<file path="config.mk">
export PLATFORM = sky130hd
export DESIGN_NAME = xlat_front
export DESIGN_NICKNAME = d
export VERILOG_FILES = /design/src/rtl/xlat_pkg.sv /design/src/rtl/xlat_route.sv /design/src/rtl/xlat_fault_regs.sv /design/src/rtl/xlat_ctl.sv /design/src/rtl/xlat_front.sv
export SDC_FILE = /design/constraint.sdc
export NUM_CORES = 1
export LEC_CHECK = 0
export CAP_MARGIN = 20
export CORE_MARGIN = 2
export CORE_UTILIZATION = 45
export CTS_CLUSTER_DIAMETER = 100
export DETAILED_ROUTE_END_ITERATION = 16
export HOLD_SLACK_MARGIN = 0.03
export PLACE_DENSITY = 0.85
export SLEW_MARGIN = 10
export SYNTH_ARGS = -nofsm -noshare
export SYNTH_HDL_FRONTEND = slang
export SYNTH_SLANG_ARGS = --single-unit
</file>
<file path="constraint.sdc">
create_clock -name clk -period 2.78 [get_ports clk]
set_input_delay 0.278 -clock clk [delete_from_list [all_inputs] [get_ports clk]]
set_output_delay 0.278 -clock clk [all_outputs]
set_load 0.03 [all_outputs]
</file>
<file path="src/rtl/xlat_pkg.sv">
package xlat_pkg;
   typedef enum logic [1:0] {
      KIND_LOAD  = 2'd0,
      KIND_STORE = 2'd1,
      KIND_FETCH = 2'd2,
      KIND_RSVD  = 2'd3
   } kind_e;

   typedef enum logic [1:0] {
      ST_IDLE  = 2'd0,
      ST_LOCAL = 2'd1,
      ST_WALK  = 2'd2
   } state_e;

   localparam int PERM_W = 3;
   localparam logic [PERM_W-1:0] PERM_RWX = 3'b111;
endpackage

</file>
<file path="src/rtl/xlat_route.sv">
module xlat_route #(
   parameter int VA_W         = 32,
   parameter bit LOW_REDIRECT = 1'b1
) (
   input  logic            xlat_on,
   input  logic [VA_W-1:0] va,
   input  logic            user,
   output logic            need_walk,
   output logic [VA_W-1:0] local_pa
);
   localparam int TOP = VA_W - 1;

   generate
      if (LOW_REDIRECT) begin : g_redirect
         always_comb begin
            need_walk = xlat_on && (va[TOP] || user);
            local_pa  = xlat_on ? {1'b1, va[TOP-1:0]} : va;
         end
      end else begin : g_walk_all
         always_comb begin
            need_walk = xlat_on;
            local_pa  = va;
         end
      end
   endgenerate
endmodule

</file>
<file path="src/rtl/xlat_fault_regs.sv">
module xlat_fault_regs #(
   parameter int VA_W   = 32,
   parameter int CODE_W = 8
) (
   input  logic              clk,
   input  logic              rst_n,
   input  logic              capture,
   input  logic [CODE_W-1:0] code,
   input  logic [VA_W-1:0]   va,
   output logic [CODE_W-1:0] status,
   output logic [VA_W-1:0]   addr
);
   always_ff @(posedge clk) begin
      if (!rst_n) begin
         status <= '0;
         addr   <= '0;
      end else if (capture) begin
         status <= code;
         addr   <= va;
      end
   end
endmodule

</file>
<file path="src/rtl/xlat_ctl.sv">
module xlat_ctl
   import xlat_pkg::*;
#(
   parameter int VA_W      = 32,
   parameter int CODE_W    = 8,
   parameter int PAGE_BITS = 12
) (
   input  logic              clk,
   input  logic              rst_n,
   input  logic              req_valid,
   input  logic [VA_W-1:0]   req_va,
   input  logic [1:0]        req_kind,
   input  logic              req_user,
   input  logic              need_walk,
   input  logic [VA_W-1:0]   local_pa,
   output logic              busy,
   output logic              walk_go,
   output logic [VA_W-1:0]   walk_va,
   output logic [1:0]        walk_kind,
   output logic              walk_user,
   input  logic              wrsp_valid,
   input  logic [CODE_W-1:0] wrsp_code,
   input  logic [VA_W-1:0]   wrsp_pa,
   input  logic [PERM_W-1:0] wrsp_perm,
   input  logic              wrsp_big,
   output logic              fill_valid,
   output logic [VA_W-1:0]   fill_va,
   output logic [VA_W-1:0]   fill_pa,
   output logic [PERM_W-1:0] fill_perm,
   output logic              fill_big,
   output logic              flt_valid,
   output logic              flt_itrap,
   output logic              capture
);
   localparam logic [VA_W-1:0] PG_MASK =
      {{(VA_W-PAGE_BITS){1'b1}}, {PAGE_BITS{1'b0}}};

   state_e          state;
   logic [VA_W-1:0] held_va;
   logic [VA_W-1:0] held_pa;
   logic [1:0]      held_kind;
   logic            held_user;
   logic            accept;
   logic            answer;

   assign busy      = (state != ST_IDLE);
   assign accept    = req_valid && !busy;
   assign answer    = (state == ST_WALK) && wrsp_valid;
   assign capture   = answer && (wrsp_code != '0);
   assign walk_va   = held_va;
   assign walk_kind = held_kind;
   assign walk_user = held_user;

   always_ff @(posedge clk) begin
      if (!rst_n) begin
         state      <= ST_IDLE;
         held_va    <= '0;
         held_pa    <= '0;
         held_kind  <= KIND_LOAD;
         held_user  <= 1'b0;
         walk_go    <= 1'b0;
         fill_valid <= 1'b0;
         fill_va    <= '0;
         fill_pa    <= '0;
         fill_perm  <= '0;
         fill_big   <= 1'b0;
         flt_valid  <= 1'b0;
         flt_itrap  <= 1'b0;
      end else begin
         walk_go    <= 1'b0;
         fill_valid <= 1'b0;
         flt_valid  <= 1'b0;
         case (state)
            ST_IDLE: if (accept) begin
               held_va   <= req_va;
               held_pa   <= local_pa;
               held_kind <= req_kind;
               held_user <= req_user;
               walk_go   <= need_walk;
               state     <= need_walk ? ST_WALK : ST_LOCAL;
            end
            ST_LOCAL: begin
               fill_valid <= 1'b1;
               fill_va    <= held_va & PG_MASK;
               fill_pa    <= held_pa & PG_MASK;
               fill_perm  <= PERM_RWX;
               fill_big   <= 1'b0;
               state      <= ST_IDLE;
            end
            ST_WALK: if (answer) begin
               if (wrsp_code != '0) begin
                  flt_valid <= 1'b1;
                  flt_itrap <= (held_kind == KIND_FETCH);
               end else begin
                  fill_valid <= 1'b1;
                  fill_va    <= held_va & PG_MASK;
                  fill_pa    <= wrsp_pa & PG_MASK;
                  fill_perm  <= wrsp_perm;
                  fill_big   <= wrsp_big;
               end
               state <= ST_IDLE;
            end
            default: state <= ST_IDLE;
         endcase
      end
   end
endmodule

</file>
<file path="src/rtl/xlat_front.sv">
module xlat_front
   import xlat_pkg::*;
#(
   parameter int VA_W         = 32,
   parameter int CODE_W       = 8,
   parameter int PAGE_BITS    = 12,
   parameter bit LOW_REDIRECT = 1'b1
) (
   input  logic              clk,
   input  logic              rst_n,
   input  logic              xlat_on,
   input  logic              req_valid,
   input  logic [VA_W-1:0]   req_va,
   input  logic [1:0]        req_kind,
   input  logic              req_user,
   output logic              busy,
   output logic              walk_go,
   output logic [VA_W-1:0]   walk_va,
   output logic [1:0]        walk_kind,
   output logic              walk_user,
   input  logic              wrsp_valid,
   input  logic [CODE_W-1:0] wrsp_code,
   input  logic [VA_W-1:0]   wrsp_pa,
   input  logic [2:0]        wrsp_perm,
   input  logic              wrsp_big,
   output logic              fill_valid,
   output logic [VA_W-1:0]   fill_va,
   output logic [VA_W-1:0]   fill_pa,
   output logic [2:0]        fill_perm,
   output logic              fill_big,
   output logic              flt_valid,
   output logic              flt_itrap,
   output logic [CODE_W-1:0] flt_status,
   output logic [VA_W-1:0]   flt_addr
);
   initial begin
      if (VA_W < PAGE_BITS + 2)
         $error("xlat_front: VA_W must exceed PAGE_BITS by at least 2");
      if (CODE_W < 1)
         $error("xlat_front: CODE_W must be positive");
   end

   logic            need_walk;
   logic [VA_W-1:0] local_pa;
   logic            capture;

   xlat_route #(.VA_W(VA_W), .LOW_REDIRECT(LOW_REDIRECT)) u_route (
      .xlat_on  (xlat_on),
      .va       (req_va),
      .user     (req_user),
      .need_walk(need_walk),
      .local_pa (local_pa)
   );

   xlat_ctl #(.VA_W(VA_W), .CODE_W(CODE_W), .PAGE_BITS(PAGE_BITS)) u_ctl (
      .clk       (clk),
      .rst_n     (rst_n),
      .req_valid (req_valid),
      .req_va    (req_va),
      .req_kind  (req_kind),
      .req_user  (req_user),
      .need_walk (need_walk),
      .local_pa  (local_pa),
      .busy      (busy),
      .walk_go   (walk_go),
      .walk_va   (walk_va),
      .walk_kind (walk_kind),
      .walk_user (walk_user),
      .wrsp_valid(wrsp_valid),
      .wrsp_code (wrsp_code),
      .wrsp_pa   (wrsp_pa),
      .wrsp_perm (wrsp_perm),
      .wrsp_big  (wrsp_big),
      .fill_valid(fill_valid),
      .fill_va   (fill_va),
      .fill_pa   (fill_pa),
      .fill_perm (fill_perm),
      .fill_big  (fill_big),
      .flt_valid (flt_valid),
      .flt_itrap (flt_itrap),
      .capture   (capture)
   );

   xlat_fault_regs #(.VA_W(VA_W), .CODE_W(CODE_W)) u_fregs (
      .clk    (clk),
      .rst_n  (rst_n),
      .capture(capture),
      .code   (wrsp_code),
      .va     (walk_va),
      .status (flt_status),
      .addr   (flt_addr)
   );
endmodule

</file>
# == After elaboration in Yosys (flattened, before gate mapping) ==
# Index checks and enable logic that the tools add are counted.
# totals
inputBits,84
output_inout_bits,148
regBits,181
wordCells,58
# op_classes
mux,21
eq_ne,6
reduce_logical,16
# ops
operator,n
2-to-1 mux 32 bit,5
one-hot mux 32 bit (2 select lines),2
AND reduction 3 bit,4
nonzero test 8 bit,1
2-to-1 mux 2 bit,3
2-to-1 mux 3 bit,2
one-hot mux 3 bit (2 select lines),1
2-to-1 mux 1 bit,5
equality test 2 bit (second input constant),2
logical AND 1 bit,4
inequality test 2 x 1 -> 1 bit (second input constant),2
one-hot mux 1 bit (2 select lines),2
one-hot mux 2 bit (2 select lines),1
AND reduction 2 bit,2
nonzero test 2 bit,2
equality test 2 x 1 -> 1 bit (second input constant),1
zero test 2 bit,1
inequality test 2 bit (second input constant),1
zero test 1 bit,1
logical OR 1 bit,1

# == Logic depth before layout (Yosys ltp) ==
# logic_depth
ltp_word,5
ltp_mapped,8
depth_no_buf,6

# == Hierarchy ==
# Synthesis repeated with hierarchy kept, for this count alone.
# hier_totals
hier_cells,651
hier_area_um2,6174.7
# modules_own_cells
mod,seq_area_each_um2,n_inst,area_per_inst_um2,cells_each
xlat_ctl,2102.0,1,4370.4,489
xlat_fault_regs,800.8,1,1557.7,129
xlat_route,0.0,1,246.5,33

# == Least setup slack after synthesis ==
# Ideal clock, no wire load.
# synth_path
kind,input-to-reg
startpoint,in wrsp_code[7]
endpoint,reg u_ctl.fill_pa[12]
n_path_buf,1
arrival_time_ns,1.638
path_slack_ns,1.026
cell_stages,5
setup_time_ns,0.116
path_cell_list,or4_4 > o31ai_4 > buf_6 > nand2_1 > o211a_1
# synth_between
elab_chain_cells,3
# synth_rtl
item,line,rtl
from (decl),xlat_front.sv:22,"input logic [CODE_W-1:0] wrsp_code,"
nonzero test 8 bit,xlat_ctl.sv:91,if (wrsp_code != '0) begin
inequality test 2 bit (no source line),--,
AND reduction 3 bit (no source line),--,
to (signal assigned),xlat_ctl.sv:85,fill_pa <= held_pa & PG_MASK;
to (signal assigned),xlat_ctl.sv:97,fill_pa <= wrsp_pa & PG_MASK;
to (decl),xlat_ctl.sv:28,"output logic [VA_W-1:0] fill_pa,"
# No other way between the ends.
# A chain may end at the register's enable or synchronous reset.

# == Final worst setup path ==
# layout_path
startpoint,reg u_ctl.state[0]
endpoint,reg u_fregs.addr[29]
# layout_between
elab_chain_cells,3
# layout_rtl
item,line,rtl
from (decl),xlat_ctl.sv:38,state_e state;
from (signal assigned),xlat_ctl.sv:80,state <= need_walk ? ST_WALK : ST_LOCAL;
equality test 2 bit,xlat_ctl.sv:48,assign answer = (state == ST_WALK) && wrsp_valid;
logical AND 1 bit,xlat_ctl.sv:48,
logical AND 1 bit,xlat_ctl.sv:49,assign capture = answer && (wrsp_code != '0);
to (signal assigned),xlat_fault_regs.sv:19,addr <= va;
to (decl),xlat_fault_regs.sv:11,output logic [VA_W-1:0] addr
# No other way between the ends.

==> results.sh <==
export IMPL_drt_pass1_iterations=4
export IMPL_grt_pass1_vias=4646
export IMPL_status="finished clean"
export IMPL_routed_wl_um=14630
export IMPL_die_x_um=113.3
export IMPL_reg2reg_depth=8
export IMPL_hold_violations=0
export IMPL_initialDrtViolationCount=329
export IMPL_reg2reg_from="u_ctl.state[0]$_SDFFE_PN0P_"
export IMPL_ys_ff_latch=126
export IMPL_clockBufferDepth=2
export IMPL_cpMaxStageDelayCell="a21oi_4"
export IMPL_viasPerCell=5.111
export IMPL_seq_area_frac_synth=0.4692
export IMPL_die_area_sq_mm=0.01284
export IMPL_route_detailed_drc=0
export IMPL_synthFlopType="dfxtp_1"
export IMPL_critPathRequiredTime_ns=3.09
export IMPL_io_buffers=195
export IMPL_fmax_mhz=443.3
export IMPL_synth_top_area_cell="dfxtp_1"
export IMPL_grtUsageTotal=0.2260
export IMPL_fin_nets=852
export IMPL_cts_root_buf="clkbuf_16"
export IMPL_ys_async_sr_fraction=0
export IMPL_maxSlewViolCount=0
export IMPL_cts_hold_buffers=0
export IMPL_max_stage_delay_ns=0.59
export IMPL_peakVddDrop_v=0.0004023
export IMPL_fin_skew_ns=0.01346
export IMPL_dieHeight_um=113.3
export IMPL_critPathKind="flip-flop to flip-flop"
export IMPL_worstMarginPinSlew_ns=0.7421
export IMPL_vias=4702
export IMPL_cts_tree="yes"
export IMPL_wl_per_cell_um=15.91
export IMPL_rows=39
export IMPL_whs_ns=0.3987
export IMPL_grt_max_degree=64
export IMPL_crit_top_cell="nand2_1"
export IMPL_p_per_area_mw_per_mm2=638.9
export IMPL_gp_congestion=0.8047
export IMPL_yosys_warnings=0
export IMPL_rsz0062_at_grt="no"
export IMPL_cp_end_kind="flip-flop"
export IMPL_cp_max_fo=22
export IMPL_startpoint_type="flip-flop"
export IMPL_core_area_sq_mm=0.01152
export IMPL_arrival_ns=2.56
export IMPL_maxCapViolations=0
export IMPL_clock_sinks=126
export IMPL_antenna_found_initial=0
export IMPL_drive_above_1_share=0.06564
export IMPL_clkSlewWorstSetupHoldPaths_ns=0.05
export IMPL_finalSetupViolations=0
export IMPL_period_share=0.8115
export IMPL_yosysTopAreaCellShare=0.4692
export IMPL_syn_mean_instance_area_sq_um=8.756
export IMPL_initial_core_util=0.4669
export IMPL_relSlewSlack=0.5007
export IMPL_cts_resized=0
export IMPL_synth_area_leaders="dfxtp_1 (47%), nand2_1 (14%), a21boi_0 (11%), buf_4 (7.7%), nand3_1 (3.8%)"
export IMPL_synth_cells=614
export IMPL_grt_pass1_wl_um=22910
export IMPL_h_tree_depth=4
export IMPL_diodes=0
export IMPL_grt_ovfl_total=0
export IMPL_post_cts_repair_setup_buffers=0
export IMPL_hp_start="rst_n"
export IMPL_post_route_util=0.6679
export IMPL_area_delta_synth_final_pct=43.05
export IMPL_fin_crit_ns=2.256
export IMPL_cts_inserted_buffers=17
export IMPL_power_leakage_nw=3.054
export IMPL_r2r_setup_slack_ns=0.52
export IMPL_hp_class="primary input to flip-flop"
export IMPL_ios=232
export IMPL_syn_area_sq_mm=0.005376
export IMPL_tns_ns=0
export IMPL_antenna_left=0
export IMPL_synth_edf_count=0
export IMPL_r2r_end="u_fregs.addr[29]$_SDFFE_PN0P_"
export IMPL_synthDistinctLibCells=36
export IMPL_whs_endpoint="u_ctl.fill_valid$_SDFF_PN0_"
export IMPL_dp_hpwl_um=10300
export IMPL_holdPathStages=3
export IMPL_clkLatencyLatePin_ns=0.40
export IMPL_cp_cell_sequence="inv_1 > ha_1 > buf_4 > nand2_1 > a21oi_4 > buf_16 > nand2_1 > a21boi_0"
-- routing by layer --
metal	vias to the layer above	GRT usage	wire [um]
met5	-	0	0
met4	0	0.1024	392
met3	26	0.07124	902
met2	178	0.3772	7245
met1	2238	0.2660	6094
li1	2260	-	-
-- cell families after synthesis --
kind of cell,count (synthesis),synth area share
AND/OR/NAND/NOR,251,0.1941
multiplexers,20,0.03723
other,1,0.0006975
adder cells (fa/ha/maj),3,0.006982
buffers and inverters,102,0.1245
flip-flops,126,0.4692
AO/OA/AOI/OAI,111,0.1673
-- per-stage QoR --
stage	std cells	setup slack [ns]	power (W)	area [sq um]
finish	920	0.5240	0.004914	7691
global route	920	0.3583	0.005090	7691
CTS	919	0.3106	0.004951	7664
detailed placement	888	0.3296	0.002727	7064
global placement	888	0.4529	0.002705	7064
floorplan	637	1.026	0.002466	5463
-- power by group --
| part | leakage (nW) | total [W] | internal [W] | switching (W) |
|---|---|---|---|---|
| clock | 0.281 | 0.00222 | 0.00145 | 0.000772 |
| sequential | 1.02 | 0.00195 | 0.00189 | 0.0000660 |
| combinational | 1.75 | 0.000739 | 0.000318 | 0.000421 |
| total | 3.05 | 0.00491 | 0.00365 | 0.00126 |
-- Yosys cell counts (all sizes together) (2+ instances only) --
library cell and number:
nand2 195, nand3 41, inv 5, ha 3
clkbuf 28, dfxtp 126, o211a 20, and2 2
dlygate4sd3 2, a21boi 76, nor2b 2, o21ai 2
a21oi 3, a22oi 2, or4 2, mux2i 20
nor4 2, buf 67, o221a 3
-- cell type report --
cell class                      instances  area (sq um)
Multi-Input combinational cell        409          2282
Inverter                                5         18.77
Clock inverter                         10         138.9
Sequential cell                       126          2522
Timing Repair Buffer                  206          2090
Clock buffer                           21         460.4
Tap cell                              143         178.9
Fill cell                             916          3825
-- critical path: cells and delay by family, from the launching register on --
family | cells | cell delay, ns
flops | 1 | 0.33
simple gates | 2 | 0.29
fa+ha+maj | 1 | 0.18
buf+inv | 3 | 0.58
compound gates | 2 | 0.78
-- worst max path at each step --
stage	startpoint	end	slack, ns	cells after the start
2_1_floorplan	wrsp_code[7]	u_ctl.fill_pa[12]$_SDFFE_PN0P_	1.03	5
3_3_place_gp	wrsp_code[7]	u_ctl.fill_perm[1]$_SDFFE_PN0P_	0.45	4
3_5_place_dp	u_ctl.state[0]$_SDFFE_PN0P_	u_fregs.addr[0]$_SDFFE_PN0P_	0.33	7
4_1_cts	u_ctl.state[0]$_SDFFE_PN0P_	u_fregs.addr[26]$_SDFFE_PN0P_	0.31	7
5_1_grt	u_ctl.state[0]$_SDFFE_PN0P_	u_fregs.addr[21]$_SDFFE_PN0P_	0.36	8
6_report	u_ctl.state[0]$_SDFFE_PN0P_	u_fregs.addr[29]$_SDFFE_PN0P_	0.52	8
-- registers in the layout, indices dropped and copies added (netlist names), 2 cells and up --
signal           flops
u_fregs.status       8
u_fregs.addr        32
u_ctl.fill_va       20
u_ctl.fill_pa       20
u_ctl.held_pa       32
u_ctl.state          2
u_ctl.fill_perm      3
u_ctl.walk_kind      2
-- placed cells by master, fill, tap and decap left out, types with 2 or more instances in the layout --
| cell type | count |
|---|---|
| a21boi_0 | 76 |
| a21oi_1 | 2 |
| a22oi_1 | 2 |
| and2_1 | 2 |
| buf_12 | 3 |
| buf_4 | 8 |
| bufinv_16 | 3 |
| clkbuf_1 | 2 |
| clkbuf_16 | 17 |
| clkbuf_8 | 2 |
| clkdlybuf4s50_1 | 194 |
| clkinv_2 | 2 |
| clkinvlp_4 | 4 |
| conb_1 | 24 |
| dfxtp_1 | 126 |
| ha_1 | 3 |
| inv_1 | 5 |
| mux2i_1 | 20 |
| nand2_1 | 195 |
| nand3_1 | 41 |
| nor2b_1 | 2 |
| nor4_1 | 2 |
| o211a_1 | 20 |
| o21ai_0 | 2 |
| o221a_2 | 3 |
| or4_4 | 2 |
No activity file was read; power rests on OpenSTA's default activity.
